$ cat config.mk
export PLATFORM = sky130hd
export DESIGN_NAME = wake_detect
export DESIGN_NICKNAME = d
export VERILOG_FILES = /design/src/rtl/wkdet_pkg.sv /design/src/rtl/wkdet_sync.sv /design/src/rtl/wkdet_bus_qual.sv /design/src/rtl/wkdet_pin_edge.sv /design/src/rtl/wake_detect.sv
export SDC_FILE = /design/constraint.sdc
export NUM_CORES = 1
export LEC_CHECK = 0
export BUFFER_PORTS_ARGS = -buffer_cell sky130_fd_sc_hd__buf_2
export CAP_MARGIN = 5
export CELL_PAD_IN_SITES_DETAIL_PLACEMENT = 1
export CELL_PAD_IN_SITES_GLOBAL_PLACEMENT = 2
export CORE_MARGIN = 8
export CORE_UTILIZATION = 32
export DETAILED_ROUTE_END_ITERATION = 10
export PLACE_DENSITY = 0.76
export SLEW_MARGIN = 0
export SYNTH_ARGS = -nofsm -noshare
export SYNTH_HDL_FRONTEND = slang
export SYNTH_SLANG_ARGS = --single-unit
$ cat constraint.sdc
create_clock -name clk -period 1.73 [get_ports clk]
set_input_delay 0.0865 -clock clk [delete_from_list [all_inputs] [get_ports clk]]
set_output_delay 0.0865 -clock clk [all_outputs]
set_load 0.1 [all_outputs]
$ cat src/rtl/wkdet_pkg.sv
package wkdet_pkg;
  typedef enum logic {
    RULE_EDGE_THEN_LOW = 1'b0,
    RULE_LOW_THEN_RISE = 1'b1
  } wake_rule_e;
endpackage

$ cat src/rtl/wkdet_sync.sv
module wkdet_sync #(
  parameter int          WIDTH   = 2,
  parameter int          STAGES  = 2,
  parameter logic [WIDTH-1:0] RST_VAL = '1
) (
  input  logic             clk,
  input  logic             rst,
  input  logic [WIDTH-1:0] d,
  output logic [WIDTH-1:0] q
);
  logic [WIDTH-1:0] stage_q [STAGES];

  genvar gi;
  generate
    for (gi = 0; gi < STAGES; gi++) begin : g_stage
      always_ff @(posedge clk) begin
        if (rst) stage_q[gi] <= RST_VAL;
        else if (gi == 0) stage_q[gi] <= d;
        else stage_q[gi] <= stage_q[(gi == 0) ? 0 : gi - 1];
      end
    end
  endgenerate

  assign q = stage_q[STAGES-1];
endmodule

$ cat src/rtl/wkdet_bus_qual.sv
module wkdet_bus_qual
  import wkdet_pkg::*;
#(
  parameter wake_rule_e RULE      = RULE_EDGE_THEN_LOW,
  parameter int         DEB_TICKS = 20
) (
  input  logic clk,
  input  logic rst,
  input  logic tick,
  input  logic en,
  input  logic bus_s,
  output logic req
);
  localparam int CW = $clog2(DEB_TICKS + 1);
  localparam logic [CW-1:0] THR = CW'(DEB_TICKS);

  logic          bus_d;
  logic          seen_fall;
  logic [CW-1:0] low_cnt;
  logic          at_thr;
  logic          count_ok;

  assign at_thr = (low_cnt == THR);

  generate
    if (RULE == RULE_EDGE_THEN_LOW) begin : g_edge_low
      assign count_ok = seen_fall;
      assign req      = en && seen_fall && !bus_s && at_thr;
    end else begin : g_low_rise
      assign count_ok = 1'b1;
      assign req      = en && bus_s && !bus_d && at_thr;
    end
  endgenerate

  always_ff @(posedge clk) begin
    if (rst) begin
      bus_d     <= 1'b1;
      seen_fall <= 1'b0;
      low_cnt   <= '0;
    end else begin
      bus_d     <= bus_s;
      seen_fall <= en && !bus_s && (seen_fall || bus_d);
      if (!en || bus_s)
        low_cnt <= '0;
      else if (count_ok && tick && !at_thr)
        low_cnt <= low_cnt + 1'b1;
    end
  end


  sat_hold_chk: assert property (@(posedge clk) disable iff (rst)
    (at_thr && en && !bus_s) |=> at_thr);


  low_clear_chk: assert property (@(posedge clk) disable iff (rst)
    (bus_s || !en) |=> (low_cnt == '0));
endmodule

$ cat src/rtl/wkdet_pin_edge.sv
module wkdet_pin_edge (
  input  logic clk,
  input  logic rst,
  input  logic en,
  input  logic pin_s,
  output logic req
);
  logic pin_d;

  always_ff @(posedge clk) begin
    if (rst) pin_d <= 1'b1;
    else     pin_d <= pin_s;
  end

  assign req = en && pin_d && !pin_s;


  pin_fall_chk: assert property (@(posedge clk) disable iff (rst)
    req |-> ($past(pin_s) && !pin_s));
endmodule

$ cat src/rtl/wake_detect.sv
module wake_detect
  import wkdet_pkg::*;
#(
  parameter wake_rule_e RULE        = RULE_EDGE_THEN_LOW,
  parameter int         DEB_TICKS   = 20,
  parameter int         SYNC_STAGES = 2
) (
  input  logic clk,
  input  logic rst,
  input  logic tick_us,
  input  logic sleep_en,
  input  logic bus_rx,
  input  logic wake_pin_n,
  output logic wake_pulse
);
  logic [1:0] raw_in;
  logic [1:0] sync_q;
  logic       bus_req;
  logic       pin_req;
  logic       any_req;
  logic       reported;

  assign raw_in = {bus_rx, wake_pin_n};

  wkdet_sync #(.WIDTH(2), .STAGES(SYNC_STAGES), .RST_VAL(2'b11)) sync_i (
    .clk(clk), .rst(rst), .d(raw_in), .q(sync_q)
  );

  wkdet_bus_qual #(.RULE(RULE), .DEB_TICKS(DEB_TICKS)) bus_qual_i (
    .clk(clk), .rst(rst), .tick(tick_us), .en(sleep_en),
    .bus_s(sync_q[1]), .req(bus_req)
  );

  wkdet_pin_edge pin_edge_i (
    .clk(clk), .rst(rst), .en(sleep_en), .pin_s(sync_q[0]), .req(pin_req)
  );

  assign any_req = bus_req || pin_req;

  always_ff @(posedge clk) begin
    if (rst) begin
      reported   <= 1'b0;
      wake_pulse <= 1'b0;
    end else begin
      wake_pulse <= sleep_en && any_req && !reported;
      reported   <= sleep_en && (reported || any_req);
    end
  end


  single_cycle_chk: assert property (@(posedge clk) disable iff (rst)
    wake_pulse |=> !wake_pulse);


  sleep_gate_chk: assert property (@(posedge clk) disable iff (rst)
    !sleep_en |=> !wake_pulse);


  no_repeat_chk: assert property (@(posedge clk) disable iff (rst)
    (reported && sleep_en) |=> !wake_pulse);
endmodule

**After elaboration in Yosys (flattened, before gate mapping)**

Memory sizes are Yosys's and may differ from the RTL's.
Index checks and enable logic that the tools add are counted.

- Flip-flop bits (word level): 10
- Memory bits (writable): 4
- Word-level logic and storage cells: 38
- Memories: 1

Memories:

| memory | words | width | rd ports | clocked after Yosys merged registers in | write ports | line | RTL |
|---|---|---|---|---|---|---|---|
| sync_i.stage_q | 2 | 2 | 2 | 0 | 2 | wkdet_sync.sv:11 | `logic [WIDTH-1:0] stage_q [STAGES];` |

- Add/sub/neg operators: 1
- Equal/unequal tests: 1
- Muxes and demuxes: 5
- Bitwise gates (word level): 2
- Reduce and logical (&&, ||, !) cells: 22

Operators with widths:

| cell | count |
|---|---|
| $logic_and 1x1->1 | 12 |
| $add 5x1->5 const B | 1 |
| $eq 5x5->1 const B | 1 |
| $logic_not 1->1 | 5 |
| $logic_or 1x1->1 | 4 |
| $mux 2 | 2 |
| $mux 1 | 3 |
| $or 1x1->1 | 2 |
| $reduce_or 2->1 | 1 |

**Logic depth before layout (Yosys ltp)**

- Depth after elaboration: 6
- Gate-level depth with buffers: 5
- Mapped depth without buffers: 5

**By module**

A second synthesis with hierarchy kept.

- Cell total of the unflattened synthesis: 57
- Area, all modules: 556.8 µm²

By module, submodules not included:

| module | times used | cells each | area each (µm²) | sequential area each (µm²) |
|---|---|---|---|---|
| wkdet_bus_qual | 1 | 39 | 339.1 | 140.1 |
| wkdet_sync | 1 | 8 | 105.1 | 80.1 |
| wake_detect | 1 | 7 | 76.3 | 40.0 |
| wkdet_pin_edge | 1 | 3 | 36.3 | 20.0 |

**Worst setup path after synthesis**

No wires, ideal clock.

- Path kind: reg-to-reg
- Start: register bus_qual_i.low_cnt[0]
- End: register bus_qual_i.low_cnt[3]
- Setup time: 0.070 ns
- Arrival time: 1.416 ns
- Required time: 1.660 ns
- Setup slack: 0.243 ns
- Stages on the path, launching flop included: 6
- Buffers on the path: 0
- Period minus slack after synthesis: 1.487 ns
- Path through: dfxtp_1 > inv_1 > ha_1 > and4b_4 > or4_1 > a21oi_1

- Cells in the longest elaborated chain, start to end: 3

RTL lines:

| element | line | RTL |
|---|---|---|
| start, declared | wkdet_bus_qual.sv:19 | `logic [CW-1:0] low_cnt;` |
| start signal, assigned | wkdet_bus_qual.sv:46 | `low_cnt <= low_cnt + 1'b1;` |
| parallel branches: the longest is 3 deep, another holds $add 5x1->5 | n/a |  |

Parallel ways; which one is timed is not known.
A chain may end at the register's enable or synchronous reset.

**Worst setup path in the final report**

Same ends and word-level chain as after synthesis.

==> results_dict.tcl <==
set metrics [dict create \
    run_status "completed" \
    hold_viol 0 \
    drc_errors 0 \
    fillerInstances 183 \
    final.period_utilization 0.9145 \
    rows 14 \
    cts_setup_buffers 0 \
    antenna_found_initial 0 \
    switching_share 0.2000 \
    drt-total-wl_um 984 \
    yosys_warnings 0 \
    cp-end-kind "flip-flop" \
    slew_violations 0 \
    worst_clock_skew_ps 6.230 \
    via_per_inst 5.048 \
    max_cap_viol_count 0 \
    grt_max_degree 9 \
    cts_resized 0 \
    gr-total-overflow 0 \
    comb_power_share 0.041 \
    worst_pin_slew_ps 486.1 \
    setup_viol 0 \
    cp.arrival_ps 1800 \
    h-tree-depth 1 \
    sequentialPowerShare 0.564 \
    required_ps 1940 \
    p_leak_nw 0.2421 \
    ant_nets 0 \
    diodes 0 \
    syn-num-nets 64 \
    max_freq_mhz 632.1 \
    synth_seq_cells 14 \
    ys_types 18 \
    multi_input_area_um2 226.5 \
    die_height_um 56.67 \
    hp-class "primary input to flip-flop" \
    ctsHoldBuffers 2 \
    powerDensity_nw_per_um2 923.4 \
    grt_pass1_vias 460 \
    synthTopCellsByArea "dfxtp_1 (53%), or2_2 (7.1%), a21oi_1 (5.7%), ha_1 (4.7%), inv_1 (4.3%)" \
    io_buffers 6 \
    power_w 0.0005869 \
    r2r_setup_slack_ps 150 \
    dp.cells 78 \
    synthesis.area_um2 529.3 \
    clockBufferDepth 2 \
    syn_area_per_cell_um2 9.451 \
    rsz0062_at_grt "no" \
    fin_nets 77 \
    start_util 0.3473 \
    grt_pass1_wl_um 1897 \
    vias 424 \
    clock_power_share 0.396 \
    gp_congestion 0.6939 \
    die_x_um 56.67 \
    syn_to_final_growth_pct 20.09 \
    cts_tree "done" \
    period_minus_slack_ps 1582 \
    cp-start-kind "flip-flop" \
    boundaryPins 7 \
    synth_top_area_share 0.5296 \
    seq_area_um2 280.3 \
    p_switching_w 0.0001174 \
    drt-initial-drc-count 0 \
    irDropWorstVdd_uv 610.3 \
    cts.sinks 14 \
    drive_above_1_share 0.2500 \
    dr.pass1.iters 1 \
    slew_headroom 0.6782 \
    stdcell_count 84 \
    criticalPathCategory "flip-flop to flip-flop" \
    synth-seq-area-share 0.5296 \
    internal_power_w 0.0004695 \
    die-area_um2 3211 \
    syn_inst 56 \
    insertion_delay_ps 280 \
    grt_usage 0.07308 \
    finalSetupTns_ps 0 \
    root_buffer "clkbuf_4" \
    holdWs_ps 66.12 \
    clk_pin_slew_ps 90 \
    post-dp-hpwl_um 775.1 \
    wl_per_cell_um 11.71 \
    cts_made_buffers 3 \
    synth_area_leader_cell "dfxtp_1" \
    path_max_fanout 5 \
    core_um2 1524 \
]
## Yosys cell counts
cell       n
dfxtp_1   14
o31ai_1    1
or3_1      2
a21oi_1    6
nor2_1     2
or2_2      6
a32oi_1    1
nand4b_1   1
and2_1     1
and4b_4    1
nand2b_1   2
nand3_1    4
or4_1      1
nand2_1    1
o21ai_0    4
nor3_1     1
ha_1       2
inv_1      6
## cell usage in the layout (no fill, tap or decap), drive strengths merged, types with 4 or more instances in the layout
| cell | instances |
|---|---|
| a21oi | 6 |
| buf | 6 |
| clkbuf | 4 |
| dfxtp | 14 |
| inv | 6 |
| nand3 | 4 |
| o21ai | 4 |
| or2 | 6 |
## area by class of cell
class,instances,share of cell area
Timing Repair Buffer,8,0.07874
Clock buffer,4,0.05709
Sequential cell,14,0.4409
Multi-Input combinational cell,36,0.3563
Inverter,6,0.03543
Tap cell,16,0.03150
## worst paths after layout
path                         startpoint               endpoint  cells past startpoint
hold reg to reg    sync_i.stage_q[0][1]   sync_i.stage_q[1][1]                      1
setup / recovery  bus_qual_i.low_cnt[0]  bus_qual_i.low_cnt[3]                      5
setup reg to reg  bus_qual_i.low_cnt[0]  bus_qual_i.low_cnt[3]                      5
hold / removal                      rst       pin_edge_i.pin_d                      2
## per-layer routing
layer,GRT usage,up-vias,wire [um]
li1,-,215,-
met1,0.08021,204,435
met2,0.1160,5,511
met3,0.04944,0,37
met4,0.01031,0,0
met5,0,-,0
## critical path: stages (launching register included)
cell and delay, ps:
dfxtp_1 380, inv_1 70, ha_1 210, and4b_4 230
or4_1 490, a21oi_1 150
## registers in the layout, indices dropped and copies added, names as in the netlist
signal and flops:
bus_qual_i.count_ok 1, sync_i.stage_q 4, wake_pulse 1, reported 1
bus_qual_i.low_cnt 5, bus_qual_i.bus_d 1, pin_edge_i.pin_d 1
## power by group through the flow
stage / clock network, W / registers [W] / logic [W]
floorplan: 0 / 0.000341 / 0.00000923
global placement: 0 / 0.000339 / 0.0000205
detailed placement: 0 / 0.000339 / 0.0000208
CTS: 0.000247 / 0.000331 / 0.0000243
global route: 0.000261 / 0.000332 / 0.0000267
finish: 0.000232 / 0.000331 / 0.0000238
## kinds of logic after synthesis
kind of cell	after synthesis	synth area share
AO/OA/AOI/OAI	12	0.1253
flip-flops	14	0.5296
buffers and inverters	6	0.04255
AND/OR/NAND/NOR	22	0.2553
adder cells (fa/ha/maj)	2	0.04727
## metrics by stage
stage | util | area [um2] | setup WS [ps]
finish | 0.4171 | 635.6 | 147.9
global route | 0.4171 | 635.6 | 17.54
CTS | 0.4171 | 635.6 | 134.5
detailed placement | 0.3801 | 579.3 | 165.8
global placement | 0.3801 | 579.3 | 204.1
floorplan | - | 529.3 | 243.4
(Power assumes the default switching activity.)
